==> src/rtl/scan_pkg.sv <==
package scan_pkg;

    typedef enum logic [1:0] {
        CMD_HOLD    = 2'd0,
        CMD_CAPTURE = 2'd1,
        CMD_SHIFT   = 2'd2
    } scan_cmd_e;

    typedef struct packed {
        logic data;
        logic drive;
        logic no_remap;
    } scan_out_t;

    // Pin index that occupies exit position pos.
    function automatic int exit_src(input int pos, input int n, input int stride, input int offset);
        return (pos * stride + offset) % n;
    endfunction

endpackage

==> src/rtl/scan_cmd_decode.sv <==
module scan_cmd_decode
    import scan_pkg::*;
(
    input  logic      scan_en,
    input  logic      shift_sel,
    output scan_cmd_e cmd
);
    always_comb begin
        if (!scan_en)
            cmd = CMD_HOLD;
        else if (shift_sel)
            cmd = CMD_SHIFT;
        else
            cmd = CMD_CAPTURE;
    end
endmodule

==> src/rtl/scan_chain_reg.sv <==
module scan_chain_reg
    import scan_pkg::*;
#(
    parameter int N_BITS      = 67,
    parameter int EXIT_STRIDE = 5,
    parameter int EXIT_OFFSET = 3
) (
    input  logic              clk,
    input  logic              rst,
    input  scan_cmd_e         cmd,
    input  logic [N_BITS-1:0] pins,
    output logic [N_BITS-1:0] chain_q
);
    localparam int LAST = N_BITS - 1;

    for (genvar k = 0; k < N_BITS; k++) begin : g_cell
        localparam int SRC = exit_src(k, N_BITS, EXIT_STRIDE, EXIT_OFFSET);
        logic next_in;

        if (k == LAST) begin : g_tail
            assign next_in = 1'b0;
        end else begin : g_body
            assign next_in = chain_q[k+1];
        end

        always_ff @(posedge clk) begin
            if (rst)
                chain_q[k] <= 1'b0;
            else begin
                case (cmd)
                    CMD_CAPTURE: chain_q[k] <= pins[SRC];
                    CMD_SHIFT:   chain_q[k] <= next_in;
                    default:     chain_q[k] <= chain_q[k];
                endcase
            end
        end
    end
endmodule

==> src/rtl/scan_out_stage.sv <==
module scan_out_stage
    import scan_pkg::*;
(
    input  logic      scan_en,
    input  logic      oe_n,
    input  logic      head_bit,
    output scan_out_t out
);
    always_comb begin
        out.drive    = scan_en & ~oe_n;
        out.data     = out.drive ? head_bit : 1'b0;
        out.no_remap = scan_en;
    end
endmodule

==> src/rtl/pin_scan_chain.sv <==
module pin_scan_chain
    import scan_pkg::*;
#(
    parameter int N_BITS      = 67,
    parameter int EXIT_STRIDE = 5,
    parameter int EXIT_OFFSET = 3
) (
    input  logic              clk,
    input  logic              rst,
    input  logic              scan_en,
    input  logic              shift_sel,
    input  logic              oe_n,
    input  logic [N_BITS-1:0] pins,
    output logic              sout,
    output logic              sout_en,
    output logic              remap_block
);
    scan_cmd_e         cmd;
    logic [N_BITS-1:0] chain_q;
    scan_out_t         out_s;

    scan_cmd_decode u_dec (
        .scan_en   (scan_en),
        .shift_sel (shift_sel),
        .cmd       (cmd)
    );

    scan_chain_reg #(
        .N_BITS      (N_BITS),
        .EXIT_STRIDE (EXIT_STRIDE),
        .EXIT_OFFSET (EXIT_OFFSET)
    ) u_chain (
        .clk     (clk),
        .rst     (rst),
        .cmd     (cmd),
        .pins    (pins),
        .chain_q (chain_q)
    );

    scan_out_stage u_out (
        .scan_en  (scan_en),
        .oe_n     (oe_n),
        .head_bit (chain_q[0]),
        .out      (out_s)
    );

    assign sout        = out_s.data;
    assign sout_en     = out_s.drive;
    assign remap_block = out_s.no_remap;
endmodule

==> config.mk <==
export PLATFORM = sky130hd
export DESIGN_NAME = pin_scan_chain
export DESIGN_NICKNAME = d
export VERILOG_FILES = /design/src/rtl/scan_pkg.sv /design/src/rtl/scan_cmd_decode.sv /design/src/rtl/scan_chain_reg.sv /design/src/rtl/scan_out_stage.sv /design/src/rtl/pin_scan_chain.sv
export SDC_FILE = /design/constraint.sdc
export NUM_CORES = 1
export LEC_CHECK = 0
export ABC_AREA = 1
export CAP_MARGIN = 20
export CORE_MARGIN = 2
export CORE_UTILIZATION = 31
export CTS_CLUSTER_DIAMETER = 40
export DETAILED_ROUTE_END_ITERATION = 8
export DONT_BUFFER_PORTS = 1
export PLACE_DENSITY = 0.5
export REMOVE_ABC_BUFFERS = 1
export SYNTH_ARGS = -nofsm -noshare
export SYNTH_HDL_FRONTEND = slang
export SYNTH_SLANG_ARGS = --single-unit
==> constraint.sdc <==
create_clock -name clk -period 1.56 [get_ports clk]
set_input_delay 0.234 -clock clk [delete_from_list [all_inputs] [get_ports clk]]
set_output_delay 0.234 -clock clk [all_outputs]
set_load 0.02 [all_outputs]
==> results of run 1 <==
layer usage:
| layer | global-route usage, % | up-vias |
|---|---|---|
| li1 | - | 1646 |
| met1 | 16.4 | 1347 |
| met2 | 22.6 | 47 |
| met3 | 4.45 | 9 |
| met4 | 4.88 | 0 |
| met5 | 0 | - |
state kept, by name, summed over array words and instances, names as in the netlist:
| register | flops |
|---|---|
| u_chain.g_cell.next_in | 66 |
| u_chain.chain_q | 1 |
kinds of logic (layout without fill, tap and decap cells):
group                  after synthesis  after routing
AO/OA/AOI/OAI                        1              1
buffers and inverters              105             88
AND/OR/NAND/NOR                    400            400
flip-flops                          67             67
final timing paths:
check / startpoint / end / slack, ps / cells past startpoint
worst max register to register: u_chain.g_cell[62].next_in / u_chain.g_cell[61].next_in / 900 / 4
worst min-delay path: rst / u_chain.g_cell[26].next_in / 40 / 3
worst min register to register: u_chain.g_cell[65].next_in / u_chain.g_cell[65].next_in / 470 / 2
worst max-delay path: u_chain.chain_q[0] / sout / 320 / 2
area by class of cell:
class | count | area share (%)
Clock buffer | 12 | 4.32
Clock inverter | 4 | 0.697
Inverter | 68 | 7.11
Multi-Input combinational cell | 401 | 44.4
Sequential cell | 67 | 37.4
Tap cell | 140 | 4.88
Timing Repair Buffer | 4 | 1.25
critical path: stages (launching register included):
cell and delay, ps:
dfxtp_1 330, nor3b_1 180, buf_4 170
cell usage in the layout, fill, tap and decap left out, drive strengths merged:
| cell | synthesis | routed |
|---|---|---|
| nand3 | 67 | 67 |
| buf | 34 | 3 |
| a21oi | 1 | 1 |
| clkbuf | 3 | 12 |
| dfxtp | 67 | 67 |
| dlygate4sd3 | 0 | 1 |
| clkinvlp | 0 | 2 |
| clkinv | 0 | 2 |
| nor2 | 133 | 133 |
| inv | 68 | 68 |
| nand2 | 199 | 199 |
| nor3b | 1 | 1 |
stage by stage:
stage | utilization (%) | cell area [um2]
3_3_place_gp | 31.2 | 3400
5_1_grt | 33.0 | 3590
4_1_cts | 33.0 | 3590
2_1_floorplan | - | 3190
3_5_place_dp | 31.2 | 3400
6_report | 33.0 | 3590
power groups by stage:
stage / clock, mW / combinational, mW / sequential, mW
2_1_floorplan: 0 / 0.327 / 1.91
3_3_place_gp: 0 / 0.374 / 1.92
3_5_place_dp: 0 / 0.384 / 1.93
4_1_cts: 1.38 / 0.390 / 1.89
5_1_grt: 1.45 / 0.465 / 1.90
6_report: 1.31 / 0.379 / 1.89
what timing repair did:
action                    CTS  global route
setup buffers               0             0
hold endpoints to repair    1             0
hold buffers                1             0
==> flow_metrics.tcl, run 1 <==
set metrics [dict create \
    wl_met3_um 439 \
    hpwlAfterDp_um 4530 \
    critical_path_class "register to primary output" \
    p_leak_nw 2.00 \
    cp.required_ps 1330 \
    clk_latency_ps 340 \
    htreeDepth 3 \
    routed_via_density 4.38 \
    synth_cell_types 13 \
    diodes 0 \
    row_count 38 \
    dr.pass1.iters 4 \
    cts_buffer_depth 2 \
    syn-cell-area_um2 3460 \
    fmax_mhz 806 \
    ys_top_cells_by_area "dfxtp_1 39%, nand2_1 22%, nor2_1 14%" \
    whs_ps 42.7 \
    clk_pin_slew_worst_paths_ps 80 \
    cap_violations 0 \
    synth_edf_count 0 \
    seq_power_share_pct 52.7 \
    die_w_um 110 \
    power_switching_uw 918 \
    yosys_most_used_dff "dfxtp_1" \
    antenna_found_initial 0 \
    preCtsSetupSlack_ps 480 \
    highest_layer "met4" \
    io_buffers 0 \
    relSlewSlack_pct 75.1 \
    place_inst 679 \
    tightest_slew_ps 372 \
    syn_to_final_growth_pct 3.80 \
    area.sequential_um2 1340 \
    synth_top_family_by_area "simple AND/OR/NAND/NOR gates" \
    fillerInstances 1244 \
    drive_above_1_share_pct 3.60 \
    worstSetupStartpointType "register" \
    avgSynthCellArea_um2 6.04 \
    wl_met1_um 3660 \
    synthXorXnorAreaFrac_pct 0 \
    total_power_mw 3.58 \
    yosys.area_share.simple_pct 45.9 \
    ys_ff_latch 67 \
    max-vdd-ir-drop_uv 339 \
    postCtsResizedCells 0 \
    p_sw_share_pct 25.7 \
    vias 3049 \
    core_um2 10900 \
    multi_input_area_um2 1590 \
    synth_top_area_cell "dfxtp_1" \
    post-route-drc-count 0 \
    ant_nets 0 \
    yosysTopAreaCellShare_pct 38.8 \
    totalWireLength_um 7660 \
    dr_wl_met2_um 3450 \
    finalSetupViolCount 0 \
    path_max_fanout 2 \
    fp.dieH_um 110 \
    yosysWarnings 0 \
    gr-total-overflow 0 \
    stdcell_count 696 \
    globalplace.congestion 0.711 \
    drt_iter0_drc 155 \
    routedWlPerCell_um 11.0 \
    intPower_mw 2.66 \
    boundaryPins 75 \
    final_hold_viol_count 0 \
    arrival_ps 1010 \
    grt_usage_pct 13.6 \
    syn_inst 573 \
    clock_power_share_pct 36.7 \
    synthMuxAreaShare_pct 0 \
    outcome "complete, no violations" \
    rsz0062_at_grt "false" \
    cts_buffers 9 \
    hold_class "input pin to register" \
    critPathCaptureType "primary output" \
    cts_root_buf "clkbuf_8" \
    synth_compound_area_share_pct 0.145 \
    grt_max_degree 136 \
    final_nets 623 \
    period_minus_slack_ps 1240 \
    slew_viol_final 0 \
    pwr-share-comb_pct 10.6 \
    tns_ps 0 \
    p_per_area_nw_per_um2 997 \
    ys_seq_area_share_pct 38.8 \
    finClkSkew_ps 11.3 \
    cts_tree "yes" \
    start_util_pct 31.8 \
    synth_common_cells "199 x nand2_1, 133 x nor2_1, 67 x dfxtp_1, 67 x nand3_1, 66 x inv_1" \
    grt_pass1_vias 2961 \
    period_share_pct 79.6 \
    layout_setup_ws_ps 319 \
    grt_first_pass_wirelength_um 13000 \
    async_flop_share_pct 0 \
    clock-sinks 67 \
    die_area_um2 12000 \
    synth_most_common_cell "nand2_1" \
    yosys.area_share.adder_pct 0 \
]
No activity file was read; power rests on OpenSTA's default activity.
==> run 2, diff against run 1 <==
==> constraint.sdc (replaced) <==
create_clock -name clk -period 1.2 [get_ports clk]
set_input_delay 0.18 -clock clk [delete_from_list [all_inputs] [get_ports clk]]
set_output_delay 0.18 -clock clk [all_outputs]
set_load 0.02 [all_outputs]
==> run 2 against run 1 <==
Against the previous run:
- the run now ends with negative hold slack left
- via count increased by 4.0%
- die area is the same
- hold slack got worse by 58 ps
- combinational power is 51% higher
- clock power rose by 38%
- total power is 35% higher
- routed wire length grew 7.6%
- critical endpoint is now u_chain.g_cell[21].next_in
- highest routed layer unchanged
==> flow_metrics.tcl, run 2 (synthesis results as in run 1) <==
set metrics [dict create \
    outcome "finished, violations left" \
    failed_checks "negative hold slack" \
    gr-total-overflow 0 \
    slowest_stage "dlygate4sd3_1" \
    reg2regPathDepth 5 \
    slew_viol_final 0 \
    post-route-drc-count 0 \
    power_switching_mw 1.22 \
    htreeDepth 3 \
    row_count 38 \
    highest_layer "met4" \
    cap_violations 0 \
    core_um2 10900 \
    hold_class "input pin to register" \
    fillerInstances 1219 \
    relSlewSlack_pct 56.5 \
    dr.pass1.iters 5 \
    crit_top_cell "nor2_1" \
    cp_cell_sequence "nor2_1 -> nor2_1 -> dlygate4sd3_1 -> nand2_1 -> inv_1" \
    fp.dieH_um 110 \
    boundaryPins 75 \
    start_util_pct 31.8 \
    clk_pin_slew_worst_paths_ps 70 \
    totalWireLength_um 8250 \
    clock-sinks 67 \
    ant_nets 0 \
    path_max_fanout 2 \
    die_w_um 110 \
    antenna_found_initial 0 \
    routedWlPerCell_um 11.7 \
    p_leak_nw 2.11 \
    dr_wl_met2_um 3860 \
    cts_buffer_depth 2 \
    globalplace.congestion 0.707 \
    critPathCaptureType "register" \
    final_cell_mix "199 x nand2_1, 129 x nor2_1, 67 x nand3_1" \
    tns_ps 0 \
    routed_via_density 4.49 \
    preCtsSetupSlack_ps 371 \
    seq_power_share_pct 50.9 \
    finClkSkew_ps 6.80 \
    period_minus_slack_ps 1190 \
    intPower_mw 3.63 \
    layout_setup_ws_ps 12.6 \
    grt_max_degree 132 \
    final_common_cell "nand2_1" \
    max-vdd-ir-drop_uv 405 \
    whs_ps -15.3 \
    grt_pass1_vias 3202 \
    rsz0062_at_grt "true" \
    vias 3171 \
    dpl_cell_area_um2 3400 \
    tightest_slew_ps 651 \
    cts_buffers 9 \
    largest_reg_flops 66 \
    syn_to_final_growth_pct 8.97 \
    clock_power_share_pct 37.3 \
    drive_above_1_share_pct 8.11 \
    worst_path_largest_cell_delay_ps 550 \
    place_inst 679 \
    hpwlAfterDp_um 4250 \
    fmax_mhz 842 \
    clk_latency_ps 340 \
    finalSetupViolCount 0 \
    pwr-share-comb_pct 11.8 \
    cts_tree "yes" \
    wl_met1_um 3870 \
    grt_usage_pct 14.7 \
    arrival_ps 1440 \
    die_area_um2 12000 \
    wl_met3_um 356 \
    io_buffers 0 \
    final_hold_viol_count 12 \
    min_path_cells 3 \
    critical_path_class "register to register" \
    grt_first_pass_wirelength_um 14000 \
    p_sw_share_pct 25.1 \
    drt_iter0_drc 216 \
    p_per_area_nw_per_um2 1280 \
    worstSetupStartpointType "register" \
    stdcell_count 707 \
    final_nets 634 \
    cts_root_buf "clkbuf_8" \
    diodes 0 \
    period_share_pct 98.9 \
    cp.required_ps 1450 \
    final_area_um2 3770 \
]
run 2: cell types whose count changed in the layout (fill, tap and decap cells not counted), moves of 2 or more:
| cell | before | now |
|---|---|---|
| clkinvlp_4 | 2 | 0 |
| nor2_1 | 133 | 129 |
| dfxtp_1 | 67 | 47 |
| clkbuf_8 | 11 | 13 |
| dlymetal6s4s_1 | 0 | 4 |
| nor2_2 | 0 | 4 |
| dlygate4sd3_1 | 1 | 6 |
| dfxtp_2 | 0 | 20 |
run 2: power by group through the flow:
stage | Clock (mW) | Combinational (mW) | Sequential [mW]
floorplan | 0 | 0.424 | 2.49
global placement | 0 | 0.485 | 2.50
detailed placement | 0 | 0.499 | 2.50
CTS | 1.89 | 0.640 | 2.45
global route | 1.98 | 0.697 | 2.48
finish | 1.81 | 0.572 | 2.47
run 2: path summary, 6_finish.rpt:
| kind | from | endpoint | slack, ps |
|---|---|---|---|
| setup / recovery | u_chain.g_cell[21].next_in | u_chain.g_cell[21].next_in | 10 |
| hold / removal | rst | u_chain.g_cell[51].next_in | -20 |
| setup reg to reg | u_chain.g_cell[21].next_in | u_chain.g_cell[21].next_in | 10 |
| hold reg to reg | u_chain.g_cell[22].next_in | u_chain.g_cell[22].next_in | 530 |
run 2: what timing repair did:
action | CTS | global route
buffers inserted | 0 | 1
gates resized for setup | 1 | 28
hold buffers | 33 | 1
endpoints found under the hold margin | 67 | 10
pin swaps | 0 | 25
setup endpoints to repair | 1 | 30
run 2: stage by stage:
step	total power, mW	util, %
after CTS	4.98	36.2
after global routing	5.16	34.6
final	4.84	34.6
after detailed placement	3.00	31.2
after floorplan	2.91	-
after global placement	2.98	31.2
run 2: area by class of cell:
cell class                      instances  area, um2  area share (%)
Clock buffer                           15        186            4.95
Clock inverter                          1       5.00           0.133
Inverter                               68        255            6.77
Multi-Input combinational cell        401       1610            42.7
Sequential cell                        67       1370            36.2
Tap cell                              140        175            4.65
Timing Repair Buffer                   15        173            4.58
run 2: worst max-delay path, delay by kind of cell, from the launching register on:
| kind | cells | cell delay [ps] |
|---|---|---|
| buffers and inverters | 2 | 580 |
| flip-flops | 1 | 310 |
| AND/OR/NAND/NOR | 3 | 210 |
run 2: routing by layer:
metal | vias to the layer above | track usage, %
li1 | 1673 | -
met1 | 1445 | 17.1
met2 | 42 | 25.9
met3 | 11 | 2.85
met4 | 0 | 7.05
met5 | - | 0
==> run 3, diff against run 2 <==
--- a/config.mk
+++ b/config.mk
@@ -13,6 +13,7 @@
 export DETAILED_ROUTE_END_ITERATION = 8
 export DONT_BUFFER_PORTS = 1
 export PLACE_DENSITY = 0.5
+export RECOVER_POWER = 50
 export REMOVE_ABC_BUFFERS = 1
 export SYNTH_ARGS = -nofsm -noshare
 export SYNTH_HDL_FRONTEND = slang
==> run 3 against run 2 <==
Against the previous run:
- the run still ends with negative hold slack left
- clock power about the same
- clock skew unchanged
- critical path type unchanged
- maximum frequency unchanged
- register-to-register slack about the same
- cell count unchanged
- first-iteration DRC count unchanged
- critical path depth unchanged
- cell area about the same
- non-clock buffer count unchanged
==> flow_metrics.tcl, run 3 (synthesis results as in run 1) <==
set metrics [dict create \
    outcome "finished, violations left" \
    failed_checks "negative hold slack" \
    relSlewSlack_pct 56.5 \
    cts_buffer_depth 2 \
    holdPathEnd "u_chain.g_cell[51].next_in" \
    totalWireLength_um 8250 \
    rr_startpoint "u_chain.g_cell[21].next_in" \
    die_area_um2 12000 \
    routedWlPerCell_um 11.7 \
    largest_reg_flops 66 \
    ant_nets 0 \
    p_per_area_nw_per_um2 1290 \
    grt_max_degree 132 \
    rrSetupSlack_ps 10 \
    cts_root_buf "clkbuf_8" \
    cts_buffers 9 \
    die_w_um 110 \
    start_util_pct 31.8 \
    drt_iter0_drc 216 \
    rr_endpoint "u_chain.g_cell[21].next_in" \
    hpwlAfterDp_um 4250 \
    boundaryPins 75 \
    routed_via_density 4.49 \
    critical_path_class "register to register" \
    slew_viol_final 0 \
    reg2regPathDepth 5 \
    grt_pass1_vias 3202 \
    rsz0062_at_grt "true" \
    syn_to_final_growth_pct 8.86 \
    dr.pass1.iters 5 \
    tightest_slew_ps 651 \
    globalplace.congestion 0.707 \
    grt_first_pass_wirelength_um 14000 \
    core_um2 10900 \
    grt_usage_pct 14.7 \
    post-route-drc-count 0 \
    fp.dieH_um 110 \
    io_buffers 0 \
    antenna_found_initial 0 \
    drive_above_1_share_pct 7.58 \
    cap_violations 0 \
    vias 3171 \
    final_hold_viol_count 12 \
    dpl_cell_area_um2 3400 \
    hp-start "rst" \
    finClkSkew_ps 6.80 \
    final_cell_mix "199 x nand2_1, 129 x nor2_1, 67 x nand3_1" \
    p_leak_nw 2.11 \
    fillerInstances 1222 \
    final_common_cell "nand2_1" \
    stdcell_count 707 \
    worstSetupStartpointType "register" \
    place_inst 679 \
    period_minus_slack_ps 1190 \
    path_max_fanout 2 \
    whs_ps -15.3 \
    clk_pin_slew_worst_paths_ps 70 \
    arrival_ps 1440 \
    gr-total-overflow 0 \
    row_count 38 \
    finalSetupViolCount 0 \
    critPathCaptureType "register" \
    final_nets 634 \
    clock-sinks 67 \
    clk_latency_ps 340 \
    htreeDepth 3 \
    fmax_mhz 842 \
    max-vdd-ir-drop_uv 405 \
    min_path_cells 3 \
    final_area_um2 3770 \
    hold_class "input pin to register" \
    period_share_pct 98.9 \
    cts_tree "yes" \
    cp.required_ps 1450 \
    diodes 0 \
]
==> run 3: cell count changes in the layout (fill, tap and decap cells not counted) <==
cell / before / now
dfxtp_2: 20 / 17
dfxtp_1: 47 / 50
==> run 3: layout make-up <==
class / instances / area, um2 / share of cell area, %
Multi-Input combinational cell: 401 / 1610 / 42.7
Sequential cell: 67 / 1360 / 36.2
Inverter: 68 / 255 / 6.78
Clock buffer: 15 / 186 / 4.95
Tap cell: 140 / 175 / 4.65
Timing Repair Buffer: 15 / 173 / 4.58
Clock inverter: 1 / 5.00 / 0.133
==> run 3: through the flow <==
step	total power [mW]	hold WS (ps)	TNS [ps]	util, %	worst slack [ps]
2_1_floorplan	2.91	249	0	-	178
3_3_place_gp	2.98	263	0	31.2	361
3_5_place_dp	3.00	264	0	31.2	371
4_1_cts	4.98	0.968	0	36.2	11.1
5_1_grt	5.16	5.30	-111	34.6	-31.2
6_report	4.84	-15.3	0	34.6	12.6
==> run 3: power breakdown <==
group | total, mW | internal [mW] | switching, mW
clock network | 1.81 | 0.976 | 0.829
registers | 2.46 | 2.39 | 0.0757
logic | 0.572 | 0.261 | 0.311
total | 4.84 | 3.63 | 1.22
==> run 3: worst max-delay path, stage by stage (launching register included) <==
cell           delay, ps
dfxtp_1              310
nor2_1               100
nor2_1                40
dlygate4sd3_1        550
nand2_1               70
inv_1                 30
==> run 3: per-layer routing <==
layer | global-route usage (%) | up-vias | part of all wire (%) | wire, um
met4 | 7.05 | 0 | 1.9 | 157
met2 | 25.9 | 42 | 47 | 3860
met5 | 0 | - | 0 | 0
li1 | - | 1673 | - | -
met1 | 17.1 | 1445 | 47 | 3870
met3 | 2.85 | 11 | 4.3 | 356
==> run 3: worst max path at each step <==
stage	depth (start not counted)	endpoint	start	slack, ps
2_1_floorplan	3	u_chain.g_cell[65].next_in	shift_sel	180
3_3_place_gp	2	sout	u_chain.chain_q[0]	360
3_5_place_dp	2	sout	u_chain.chain_q[0]	370
4_1_cts	5	u_chain.g_cell[13].next_in	u_chain.g_cell[13].next_in	10
5_1_grt	5	u_chain.g_cell[21].next_in	u_chain.g_cell[21].next_in	-30
6_report	5	u_chain.g_cell[21].next_in	u_chain.g_cell[21].next_in	10
==> run 3: repair_timing <==
| action | CTS | global route |
|---|---|---|
| setup buffers | 0 | 1 |
| endpoints found under the setup margin | 1 | 30 |
| hold buffers | 33 | 1 |
| hold endpoints to repair | 67 | 10 |
| pin swaps | 0 | 25 |
| resized for setup | 1 | 28 |
